<file path="src/rtl/arb_pkg.sv">
package arb_pkg;
  typedef enum logic [1:0] {
    ST_IDLE = 2'd0,
    ST_REQ  = 2'd1,
    ST_HOLD = 2'd2
  } arb_state_e;

  localparam logic [2:0] STATUS_PASSIVE = 3'b111;
endpackage

</file>
<file path="src/rtl/arb_status_decode.sv">
module arb_status_decode #(
  parameter int QUIET_CYCLES = 2
) (
  input  logic       clk_i,
  input  logic       rst_ni,
  input  logic [2:0] status_i,
  input  logic       resident_strap_i,
  input  logic       sys_sel_i,
  output logic       passive_o,
  output logic       sys_need_o,
  output logic       quiet_o
);
  import arb_pkg::*;

  localparam int RUN_W = $clog2(QUIET_CYCLES + 1);
  localparam logic [RUN_W-1:0] RUN_MAX  = RUN_W'(QUIET_CYCLES);
  localparam logic [RUN_W-1:0] QUIET_M1 = RUN_W'(QUIET_CYCLES - 1);

  logic [RUN_W-1:0] run_q;

  assign passive_o  = (status_i == STATUS_PASSIVE);
  assign sys_need_o = !passive_o && (resident_strap_i ? sys_sel_i : 1'b1);
  // run_q counts idle edges already seen; this edge makes one more
  assign quiet_o    = passive_o && (run_q >= QUIET_M1);

  always_ff @(posedge clk_i or negedge rst_ni) begin
    if (!rst_ni)        run_q <= '0;
    else if (!passive_o) run_q <= '0;
    else if (run_q != RUN_MAX) run_q <= run_q + 1'b1;
  end
endmodule

</file>
<file path="src/rtl/arb_surrender_policy.sv">
module arb_surrender_policy (
  input  logic passive_i,
  input  logic quiet_i,
  input  logic lock_ni,
  input  logic creq_lock_ni,
  input  logic any_req_strap_i,
  input  logic prio_in_ni,
  input  logic creq_ni,
  output logic release_o
);
  logic lost_prio;
  logic common_ok;

  assign lost_prio = prio_in_ni;
  assign common_ok = !creq_ni && creq_lock_ni && (any_req_strap_i || quiet_i);
  assign release_o = passive_i && lock_ni && (lost_prio || common_ok);
endmodule

</file>
<file path="src/rtl/arb_handshake.sv">
module arb_handshake (
  input  logic clk_i,
  input  logic rst_ni,
  input  logic sys_need_i,
  input  logic release_i,
  input  logic prio_in_ni,
  input  logic busy_ni,
  output logic bus_req_no,
  output logic prio_out_no,
  output logic busy_no,
  output logic creq_no,
  output logic aen_no
);
  import arb_pkg::*;

  arb_state_e state_q, state_d;

  always_comb begin
    state_d = state_q;
    unique case (state_q)
      ST_IDLE: if (sys_need_i) state_d = ST_REQ;
      ST_REQ:  if (!prio_in_ni && busy_ni) state_d = ST_HOLD;
      ST_HOLD: if (release_i) state_d = ST_IDLE;
      default: state_d = ST_IDLE;
    endcase
  end

  always_ff @(posedge clk_i or negedge rst_ni) begin
    if (!rst_ni) state_q <= ST_IDLE;
    else         state_q <= state_d;
  end

  assign bus_req_no  = (state_q == ST_IDLE);
  assign busy_no     = (state_q != ST_HOLD);
  assign aen_no      = (state_q != ST_HOLD);
  assign creq_no     = !((state_q == ST_REQ) && prio_in_ni);
  assign prio_out_no = !((state_q == ST_IDLE) && !prio_in_ni);
endmodule

</file>
<file path="src/rtl/mm_bus_arbiter.sv">
module mm_bus_arbiter #(
  parameter int QUIET_CYCLES = 2
) (
  input  logic       clk_i,
  input  logic       rst_ni,
  input  logic [2:0] status_i,
  input  logic       sys_sel_i,
  input  logic       resident_strap_i,
  input  logic       any_req_strap_i,
  input  logic       lock_ni,
  input  logic       creq_lock_ni,
  input  logic       prio_in_ni,
  input  logic       busy_ni,
  input  logic       creq_ni,
  output logic       bus_req_no,
  output logic       prio_out_no,
  output logic       busy_no,
  output logic       creq_no,
  output logic       aen_no
);
  logic passive, sys_need, quiet, release_now;

  arb_status_decode #(.QUIET_CYCLES(QUIET_CYCLES)) u_decode (
    .clk_i, .rst_ni, .status_i, .resident_strap_i, .sys_sel_i,
    .passive_o(passive), .sys_need_o(sys_need), .quiet_o(quiet)
  );

  arb_surrender_policy u_policy (
    .passive_i(passive), .quiet_i(quiet), .lock_ni, .creq_lock_ni,
    .any_req_strap_i, .prio_in_ni, .creq_ni, .release_o(release_now)
  );

  arb_handshake u_hs (
    .clk_i, .rst_ni, .sys_need_i(sys_need), .release_i(release_now),
    .prio_in_ni, .busy_ni, .bus_req_no, .prio_out_no, .busy_no,
    .creq_no, .aen_no
  );
endmodule

</file>
<file path="config.mk">
export PLATFORM = sky130hd
export DESIGN_NAME = mm_bus_arbiter
export DESIGN_NICKNAME = d
export VERILOG_FILES = /design/src/rtl/arb_pkg.sv /design/src/rtl/arb_status_decode.sv /design/src/rtl/arb_surrender_policy.sv /design/src/rtl/arb_handshake.sv /design/src/rtl/mm_bus_arbiter.sv
export SDC_FILE = /design/constraint.sdc
export NUM_CORES = 1
export LEC_CHECK = 0
export CORE_AREA = 2 2 39 41
export CTS_CLUSTER_SIZE = 14
export DETAILED_ROUTE_END_ITERATION = 6
export DIE_AREA = 0 0 41 43
export GPL_ROUTABILITY_DRIVEN = 0
export PLACE_DENSITY = 0.55
export REMOVE_ABC_BUFFERS = 1
export SYNTH_ARGS = -nofsm -noshare
export SYNTH_HDL_FRONTEND = slang
export SYNTH_SLANG_ARGS = --single-unit
</file>
<file path="constraint.sdc">
create_clock -name clk_i -period 2 [get_ports clk_i]
set_input_delay 0.5 -clock clk_i [delete_from_list [all_inputs] [get_ports clk_i]]
set_output_delay 0.5 -clock clk_i [all_outputs]
set_load 0.03 [all_outputs]
</file>
**After elaboration in Yosys (flattened, before gate mapping)**

Index checks and enable logic that the tools add are counted.

- Input bits: 13
- Output and inout bits: 5
- Logic and storage cells: 38
- Register bits: 4

- Eq/ne operators: 9
- Reduce and logical (&&, ||, !) cells: 18
- Add/sub/neg operators: 1
- $lt $le $gt $ge: 1
- Mux-type cells: 7

Operators with widths:

| kind | number |
|---|---|
| 2-bit two-way mux | 5 |
| 1-bit logical AND | 9 |
| 2-bit inequality test, second input constant | 4 |
| 2-bit one-hot mux with 3 select lines | 1 |
| 1-bit zero test | 5 |
| 2-bit by 1-bit inequality test with 1-bit output, second input constant | 2 |
| 3-bit == test, second input constant | 1 |
| 3-bit AND reduction | 1 |
| 2-bit by 1-bit adder with 2-bit output, second input constant | 1 |
| 2-bit by 1-bit == test with 1-bit output, second input constant | 1 |
| 2-bit == test, second input constant | 1 |
| 2-bit by 1-bit >= comparator with 1-bit output, second input constant | 1 |
| 2-bit zero test | 1 |
| 1-bit logical OR | 2 |
| 1-bit two-way mux | 1 |

**Longest topological paths before layout**

Gate-level depths: netlist of run 1.

- Word-level depth: 8
- Mapped depth: 5
- Mapped depth without buffers: 5

**Hierarchy**

Synthesis of run 1 repeated with hierarchy kept, for this count alone.

- Cells, all modules: 30
- Area, all modules: 267.8 um^2

Modules (own cells, without submodules):

| module | cells each | instances | seq. area each (um^2) | area an instance (um^2) |
|---|---|---|---|---|
| arb_status_decode | 15 | 1 | 50.0 | 135.1 |
| arb_handshake | 12 | 1 | 50.0 | 111.4 |
| arb_surrender_policy | 3 | 1 | 0.0 | 21.3 |

**Worst setup path before layout of run 1**

No wires, ideal clock.

- Path type: input to output
- From: input prio_in_ni
- To: output prio_out_no
- Data arrival time: 1.005 ns
- Cell stages on the path: 1
- Required time: 1.500 ns
- Buffers on the path: 0
- Path slack: 0.495 ns
- Path through: or3_1

- Cells in the longest elaborated chain, start to end: 3

Ends and longest elaborated chain:

| element | RTL line | source |
|---|---|---|
| start: declaration | mm_bus_arbiter.sv:12 | `input logic prio_in_ni,` |
| 1-bit zero test | arb_handshake.sv:37 | `assign prio_out_no = !((state_q == ST_IDLE) && !prio_in_ni);` |
| 1-bit logical AND | arb_handshake.sv:37 |  |
| 1-bit zero test | arb_handshake.sv:37 |  |
| end: declaration | mm_bus_arbiter.sv:16 | `output logic prio_out_no,` |

No other way between the ends.

**Final worst setup path of run 1**

Ends and elaborated chain as after synthesis.

==> results of run 1 <==
-- registers in the layout, indices dropped and copies added, names as in the netlist --
register and cells:
u_decode.run_q 2, u_hs.state_q 2
-- layer usage --
| layer | track usage (%) | routed length [um] | vias to the layer above |
|---|---|---|---|
| met2 | 11.3 | 253 | 12 |
| li1 | - | - | 139 |
| met1 | 8.82 | 264 | 113 |
| met5 | 0 | 0 | - |
| met3 | 1.57 | 69 | 2 |
| met4 | 10.0 | 19 | 0 |
-- area by class of cell --
type | instances | area [um2] | share of cell area [%]
Timing Repair Buffer | 18 | 168 | 35.3
Multi-Input combinational cell | 21 | 154 | 32.4
Sequential cell | 4 | 100 | 21.1
Clock buffer | 3 | 22.5 | 4.74
Tap cell | 16 | 20.0 | 4.21
Inverter | 3 | 11.3 | 2.37
-- worst reg2reg max path, stage by stage, from the launching register on --
cell	delay [ns]
dfrtp_1	0.35
inv_1	0.06
ha_1	0.19
nand2b_1	0.07
a311oi_1	0.09
or3_1	0.32
-- per-stage QoR --
step           instances  setup WS, ns
2_1_floorplan         28         0.495
3_3_place_gp          62        -0.372
3_5_place_dp          62        -0.392
4_1_cts               65        0.0215
5_1_grt               65       0.00343
6_report              65        0.0339
-- power groups by stage --
stage / logic, mW / clock network, mW / registers, mW
after floorplan: 0.147 / 0 / 0.127
after global placement: 0.255 / 0 / 0.134
after detailed placement: 0.255 / 0 / 0.135
after CTS: 0.239 / 0.104 / 0.133
after global routing: 0.254 / 0.108 / 0.139
final: 0.236 / 0.0971 / 0.135
-- synth_stat cells --
| master | number | area [um2] |
|---|---|---|
| nand2_1 | 1 | 3.75 |
| a41oi_2 | 1 | 16.3 |
| a311oi_1 | 1 | 8.76 |
| ha_1 | 2 | 25.0 |
| or3_1 | 2 | 12.5 |
| nand3_1 | 1 | 5.00 |
| nor2_1 | 4 | 15.0 |
| mux2i_1 | 1 | 10.0 |
| dfrtp_1 | 4 | 100 |
| a21oi_1 | 1 | 5.00 |
| buf_4 | 1 | 7.51 |
| nand3b_1 | 1 | 7.51 |
| nand2b_2 | 1 | 8.76 |
| inv_1 | 3 | 11.3 |
| nand2b_1 | 2 | 12.5 |
| nor3_1 | 1 | 5.00 |
| xor2_1 | 1 | 8.76 |
| nor4bb_1 | 1 | 10.0 |
-- timing repair --
item,4_1_cts,5_1_grt
resized for setup,7,0
setup endpoints to repair,3,0
hold buffers,0,0
-- path summary, 6_finish.rpt --
| check | from | to | slack, ns | cells past startpoint |
|---|---|---|---|---|
| min in group clk_i | u_decode.run_q[0] | u_decode.run_q[0] | 0.55 | 2 |
| hold / removal | rst_ni | u_hs.state_q[1] | 0.46 | 1 |
| hold reg to reg | u_decode.run_q[0] | u_decode.run_q[0] | 0.55 | 2 |
| max in group asynchronous | rst_ni | u_decode.run_q[1] | 1.38 | 1 |
| setup / recovery | prio_in_ni | prio_out_no | 0.03 | 3 |
| setup reg to reg | u_decode.run_q[0] | u_hs.state_q[1] | 0.79 | 5 |
-- cell families (layout without fill, tap and decap cells) --
family,Yosys count,count (layout),share of synthesized area (%)
and+or+nand+nor,14,14,29.4
DFF,4,4,36.7
xor gates and xnor gates,1,1,3.21
muxes,1,1,3.67
buffers and inverters,4,24,6.88
adders and majority gates,2,2,9.17
AOI/OAI and AO/OA,3,3,11.0
==> metrics.md, run 1 <==
| Metric | Value |
|---|---|
| Largest net degree at the start of global routing | `8` |
| Clock buffer depth | `2` |
| Tcrit/Tclk final | `a little over nine tenths` |
| Port bufs | `17` |
| Slew Viols, Final | `0` |
| Sequential fraction of the synthesis area | `36.7%` |
| Critical path endpoint category | `output port` |
| WL per Instance | `~9.3 um` |
| First-pass GRT wire length | `between 900 and 1000 um` |
| Fillers | `156` |
| Via count | `around 270` |
| Root Buffer | `clkbuf_4` |
| GR Overflow Total | `0` |
| # rows | `14` |
| Max H-tree Level | `1` |
| Layout area overhead | `74.3%` |
| Internal power | `0.278 mW` |
| CP bufs+invs | `2` |
| # setup viols final | `0` |
| Total Power | `around 0.47 mW` |
| Commonest non-fill, non-tap cell in the layout | `clkdlybuf4s50_1` |
| Crit path kind | `input pin to output port` |
| # clock sinks | `4` |
| I/O pin count | `18` |
| Vias in the first global route | `~250` |
| Hold Path Class | `input pin to async pin` |
| Drt first pass iters | `2` |
| Setup crit start kind | `input pin` |
| CTS tree | `built` |
| Crit path cell chain | `clkdlybuf4s50_1 > or3_1 > buf_2` |
| Iteration-0 DRC Markers | `1` |
| Unique masters post-synth | `18` |
| Data required time of the critical path | `approximately 1.5 ns` |
| Final ANT Viol Nets | `0` |
| Worst path top cell family by delay | `buffers and inverters` |
| Initial antenna violation count | `0` |
| Initial core utilization | `~20%` |
| Layout Nets | `between 60 and 70` |
| YS warnings | `0` |
| Commonest cells after routing, fill and taps aside | `clkdlybuf4s50_1, nor2_1, dfrtp_1` |
| Data arrival time of the worst path | `between 1 and 1.5 ns` |
| CP max stage delay | `roughly 0.42 ns` |
| Worst hold slack | `approximately 0.46 ns` |
| CORE AREA | `1380 um2` |
| Slew headroom | `between 80% and 90%` |
| Share of cells above drive strength 1 | `around 16%` |
| Crit-path slowest cell | `clkdlybuf4s50_1` |
| Clock network fraction of design power | `around a fifth` |
| Synthesized area | `around 270 um2` |
| Inserted Diodes | `0` |
| Final Skew | `between 0.0015 and 0.002 ns` |
| Switch share | `between 40% and 50%` |
| Util after Layout | `around a third` |
| Final wirelength | `606 um` |
| Mean Syn Cell Area | `around 9.4 um2` |
| Worst-skew pair later-pin latency | `around 0.23 ns` |
| Measured slew at the worst slew-check pin | `approximately 0.3 ns` |
| Sw power | `about 0.19 mW` |
| Max-cap violations | `0` |
| Sequential power share | `28.8%` |
| Clk slew on worst S/H paths | `0.04 ns` |
| Status | `finished clean` |
| Max Clk Rate | `just over 500 MHz` |
| Cts bufs inserted | `3` |
| Die Span Y | `between 40 and 50 um` |
| RSZ-0062 raised after global routing | `false` |
| Comb pwr share | `about half` |
| P_leak | `approximately 0.2 nW` |
| Design Area, Final | `~480 um2` |
| Setup bufs post-CTS | `0` |
| Cells after Synth | `29` |
| Power Dens Cells | `984 nW/um2` |
| Crit path max fanout | `2` |
| Post-DP Area | `between 400 and 500 um2` |
| Die X | `41 um` |
| Fin crit period | `about 2.0 ns` |
| Die ar. | `about 1800 um2` |
| Max VDD drop | `roughly 420 uV` |
| Seq cells post-synth | `4` |
| GR Util All Layers | `around 8.2%` |
| Vias per cell | `roughly 4.1` |
| Final HPWL DP | `494 um` |
| DRC violations left | `0` |
| Setup TNS | `0 ns` |
| Fin. Hold Viols | `0` |
Note: power is estimated with default switching activity, not from simulation.
==> run 2, diff against run 1 <==
--- a/config.mk
+++ b/config.mk
@@ -10,8 +10,9 @@
 export DETAILED_ROUTE_END_ITERATION = 6
 export DIE_AREA = 0 0 41 43
 export GPL_ROUTABILITY_DRIVEN = 0
-export PLACE_DENSITY = 0.55
+export PLACE_DENSITY = 0.54
 export REMOVE_ABC_BUFFERS = 1
 export SYNTH_ARGS = -nofsm -noshare
 export SYNTH_HDL_FRONTEND = slang
+export SYNTH_HIERARCHICAL = 1
 export SYNTH_SLANG_ARGS = --single-unit
==> run 2 against run 1 <==
Clock skew down 0.00068 ns; core utilization down 0.27 points; first-iteration DRC count rose to 3.0 times the previous value; clock-buffer cell count unchanged; largest power group unchanged; clock power down 0.9%.
==> metrics.md, run 2 <==
| Metric | Value |
|---|---|
| Data arrival time of the worst path | `1.30 ns (was 1.47 ns)` |
| RSZ-0062 raised after global routing | `false (unchanged)` |
| Share of cells above drive strength 1 | `12.2% (was 16.3%)` |
| Largest registers | `u_decode/run_q x2, u_hs/state_q x2 (was u_decode.run_q x2, u_hs.state_q x2)` |
| Die Span Y | `43 um (unchanged)` |
| Worst-skew pair later-pin latency | `0.23 ns (about the same)` |
| Hold_buf cts | `0 (unchanged)` |
| Tcrit/Tclk final | `90.0% (was 98.3%)` |
| Top-area cell type share of the netlist area | `37.4% (was 36.7%)` |
| Iteration-0 DRC Markers | `3 (was 1)` |
| WL per Instance | `8.91 um (was 9.32 um)` |
| Unique masters post-synth | `17 (was 18)` |
| Crit path kind | `input pin to output port (unchanged)` |
| Synth top area cells | `dfrtp_1, ha_1, nor2_1 (was dfrtp_1, ha_1, a41oi_2)` |
| Data required time of the critical path | `1.50 ns (about the same)` |
| Initial antenna violation count | `0 (unchanged)` |
| Seq cells post-synth | `4 (unchanged)` |
| Max H-tree Level | `1 (unchanged)` |
| Commonest cells after routing, fill and taps aside | `clkdlybuf4s50_1, nor2_1, inv_1 (was clkdlybuf4s50_1, nor2_1, dfrtp_1)` |
| # setup viols final | `0 (unchanged)` |
| Comb pwr share | `47.6% (was 50.5%)` |
| Worst path top cell family by delay | `buffers and inverters (unchanged)` |
| Critical path endpoint category | `output port (unchanged)` |
| Inserted Diodes | `0 (unchanged)` |
| Via count | `259 (was 266)` |
| Largest net degree at the start of global routing | `7 (was 8)` |
| Hold Path Class | `input pin to async pin (unchanged)` |
| Layout area overhead | `76.2% (was 74.3%)` |
| Cts bufs inserted | `3 (unchanged)` |
| # clock sinks | `4 (unchanged)` |
| Sw power | `0.162 mW (was 0.190 mW)` |
| Max Clk Rate | `555 MHz (was 509 MHz)` |
| YS warnings | `6 (was 0)` |
| Switch share | `38.6% (was 40.6%)` |
| Crit path max fanout | `4 (was 2)` |
| Fin. Hold Viols | `0 (unchanged)` |
| Sequential fraction of the synthesis area | `37.4% (was 36.7%)` |
| Post-synth top cells | `nor2_1, inv_1, dfrtp_1, ha_1 (was dfrtp_1, nor2_1, inv_1)` |
| CP bufs+invs | `3 (was 2)` |
| Clk slew on worst S/H paths | `0.04 ns (about the same)` |
| CORE AREA | `1380 um2 (unchanged)` |
| GR Overflow Total | `0 (unchanged)` |
| Setup bufs post-CTS | `0 (unchanged)` |
| Cells after Synth | `30 (was 29)` |
| EDFF count, synth | `0 (unchanged)` |
| Final wirelength | `579 um (was 606 um)` |
| Synthesized area | `268 um2 (was 273 um2)` |
| Mean Syn Cell Area | `8.93 um2 (was 9.41 um2)` |
| Internal power | `0.258 mW (was 0.278 mW)` |
| CP max stage delay | `0.52 ns (was 0.42 ns)` |
| Crit path cell chain | `clkdlybuf4s50_1 > inv_1 > nand2_1 > buf_4 (was clkdlybuf4s50_1 > or3_1 > buf_2)` |
| R2R setup slack | `0.71 ns (was 0.79 ns)` |
| Initial core utilization | `19.3% (was 19.7%)` |
| Most common cell in the netlist | `nor2_1` |
| I/O pin count | `18 (unchanged)` |
| Drt first pass iters | `2 (unchanged)` |
| Layout Nets | `66 (unchanged)` |
| Clock buffer depth | `2 (unchanged)` |
| Cell taking the most area after synthesis | `dfrtp_1 (unchanged)` |
| Post_cts resized | `1 (was 7)` |
| Slew Viols, Final | `0 (unchanged)` |
| Root Buffer | `clkbuf_4 (unchanged)` |
| Post-synth top flop | `dfrtp_1 (unchanged)` |
| Power Dens Cells | `892 nW/um2 (was 984 nW/um2)` |
| Clock network fraction of design power | `22.9% (was 20.8%)` |
| Crit-path slowest cell | `clkdlybuf4s50_1 (unchanged)` |
| Fin crit period | `1.80 ns (was 1.97 ns)` |
| Final HPWL DP | `490 um (was 494 um)` |
| Final ANT Viol Nets | `0 (unchanged)` |
| CTS tree | `built (unchanged)` |
| Vias in the first global route | `229 (was 254)` |
| Vias per cell | `3.98 (was 4.09)` |
| Final Skew | `0.00116 ns (was 0.00185 ns)` |
| First-pass GRT wire length | `793 um (was 917 um)` |
| Sequential power share | `29.6% (was 28.8%)` |
| # rows | `14 (unchanged)` |
| DRC violations left | `0 (unchanged)` |
| Max VDD drop | `361 uV (was 418 uV)` |
| Measured slew at the worst slew-check pin | `0.317 ns (was 0.298 ns)` |
| Setup crit start kind | `input pin (unchanged)` |
| Ys async rst share | `100% (unchanged)` |
| Commonest non-fill, non-tap cell in the layout | `clkdlybuf4s50_1 (unchanged)` |
| Port bufs | `17 (unchanged)` |
| Slew headroom | `78.8% (was 80.1%)` |
| GR Util All Layers | `6.96% (was 8.17%)` |
| Die X | `41 um (unchanged)` |
| Max-cap violations | `0 (unchanged)` |
| Die ar. | `1760 um2 (unchanged)` |
| Setup TNS | `0 ns (unchanged)` |
| P_leak | `0.229 nW (was 0.200 nW)` |
| Status | `finished clean (unchanged)` |
| Worst hold slack | `0.468 ns (was 0.463 ns)` |
==> run 2: cell count changes in the layout (fill, tap and decap cells not counted), moves of 2 or more <==
cell            delta
nor2_1             +2
dlymetal6s2s_1     +2
inv_1              +2
or3_1              -2
==> run 2: worst paths after layout <==
check	start	endpoint	cells past startpoint
min in group clk_i	u_hs/state_q[1]	u_hs/state_q[0]	1
min	rst_ni	u_decode/run_q[0]	1
max in group asynchronous	rst_ni	u_hs/state_q[0]	1
min reg2reg	u_hs/state_q[1]	u_hs/state_q[0]	1
max	prio_in_ni	prio_out_no	4
max reg2reg	u_decode/run_q[0]	u_hs/state_q[1]	7
==> run 2: cell type report <==
cell class | instances | area [um2]
fillers | 146 | 912
repair buffers | 17 | 169
multi-input cells | 20 | 141
flip-flops and latches | 4 | 100
inverters | 5 | 18.8
well taps | 16 | 20.0
clock buffers | 3 | 22.5
==> run 2: routing by layer <==
layer / wire length [um] / share of wire, % / track usage, % / up-vias
li1: - / - / - / 138
met1: 237 / 41 / 7.82 / 115
met2: 289 / 50 / 9.38 / 6
met3: 52 / 9.0 / 3.14 / 0
met4: 0 / 0 / 6.00 / 0
met5: 0 / 0 / 0 / -
==> run 2: cells by family after synthesis <==
group                      after synthesis  synth area share (%)
DFF                                      4                  37.4
AOI/OAI and AO/OA                        4                  10.7
buffers and inverters                    6                  9.81
muxes                                    1                  3.74
adders and majority gates                2                  9.34
and+or+nand+nor                         12                  25.7
xor gates and xnor gates                 1                  3.27
==> run 2: power groups by stage <==
stage | clock network [mW] | registers, mW | logic, mW
final | 0.0962 | 0.124 | 0.200
after floorplan | 0 | 0.119 | 0.117
after CTS | 0.100 | 0.124 | 0.206
after detailed placement | 0 | 0.125 | 0.209
after global routing | 0.106 | 0.127 | 0.212
after global placement | 0 | 0.126 | 0.209
==> run 2: per-stage QoR <==
stage | util, % | area [um2] | worst slack (ns) | total power, mW | cells
floorplan | - | 260 | 0.305 | 0.236 | 29
global placement | 32.2 | 445 | 0.171 | 0.335 | 62
detailed placement | 32.2 | 445 | 0.196 | 0.334 | 62
CTS | 33.7 | 467 | 0.00286 | 0.429 | 65
global route | 34.1 | 472 | 0.176 | 0.445 | 65
finish | 34.1 | 472 | 0.200 | 0.421 | 65
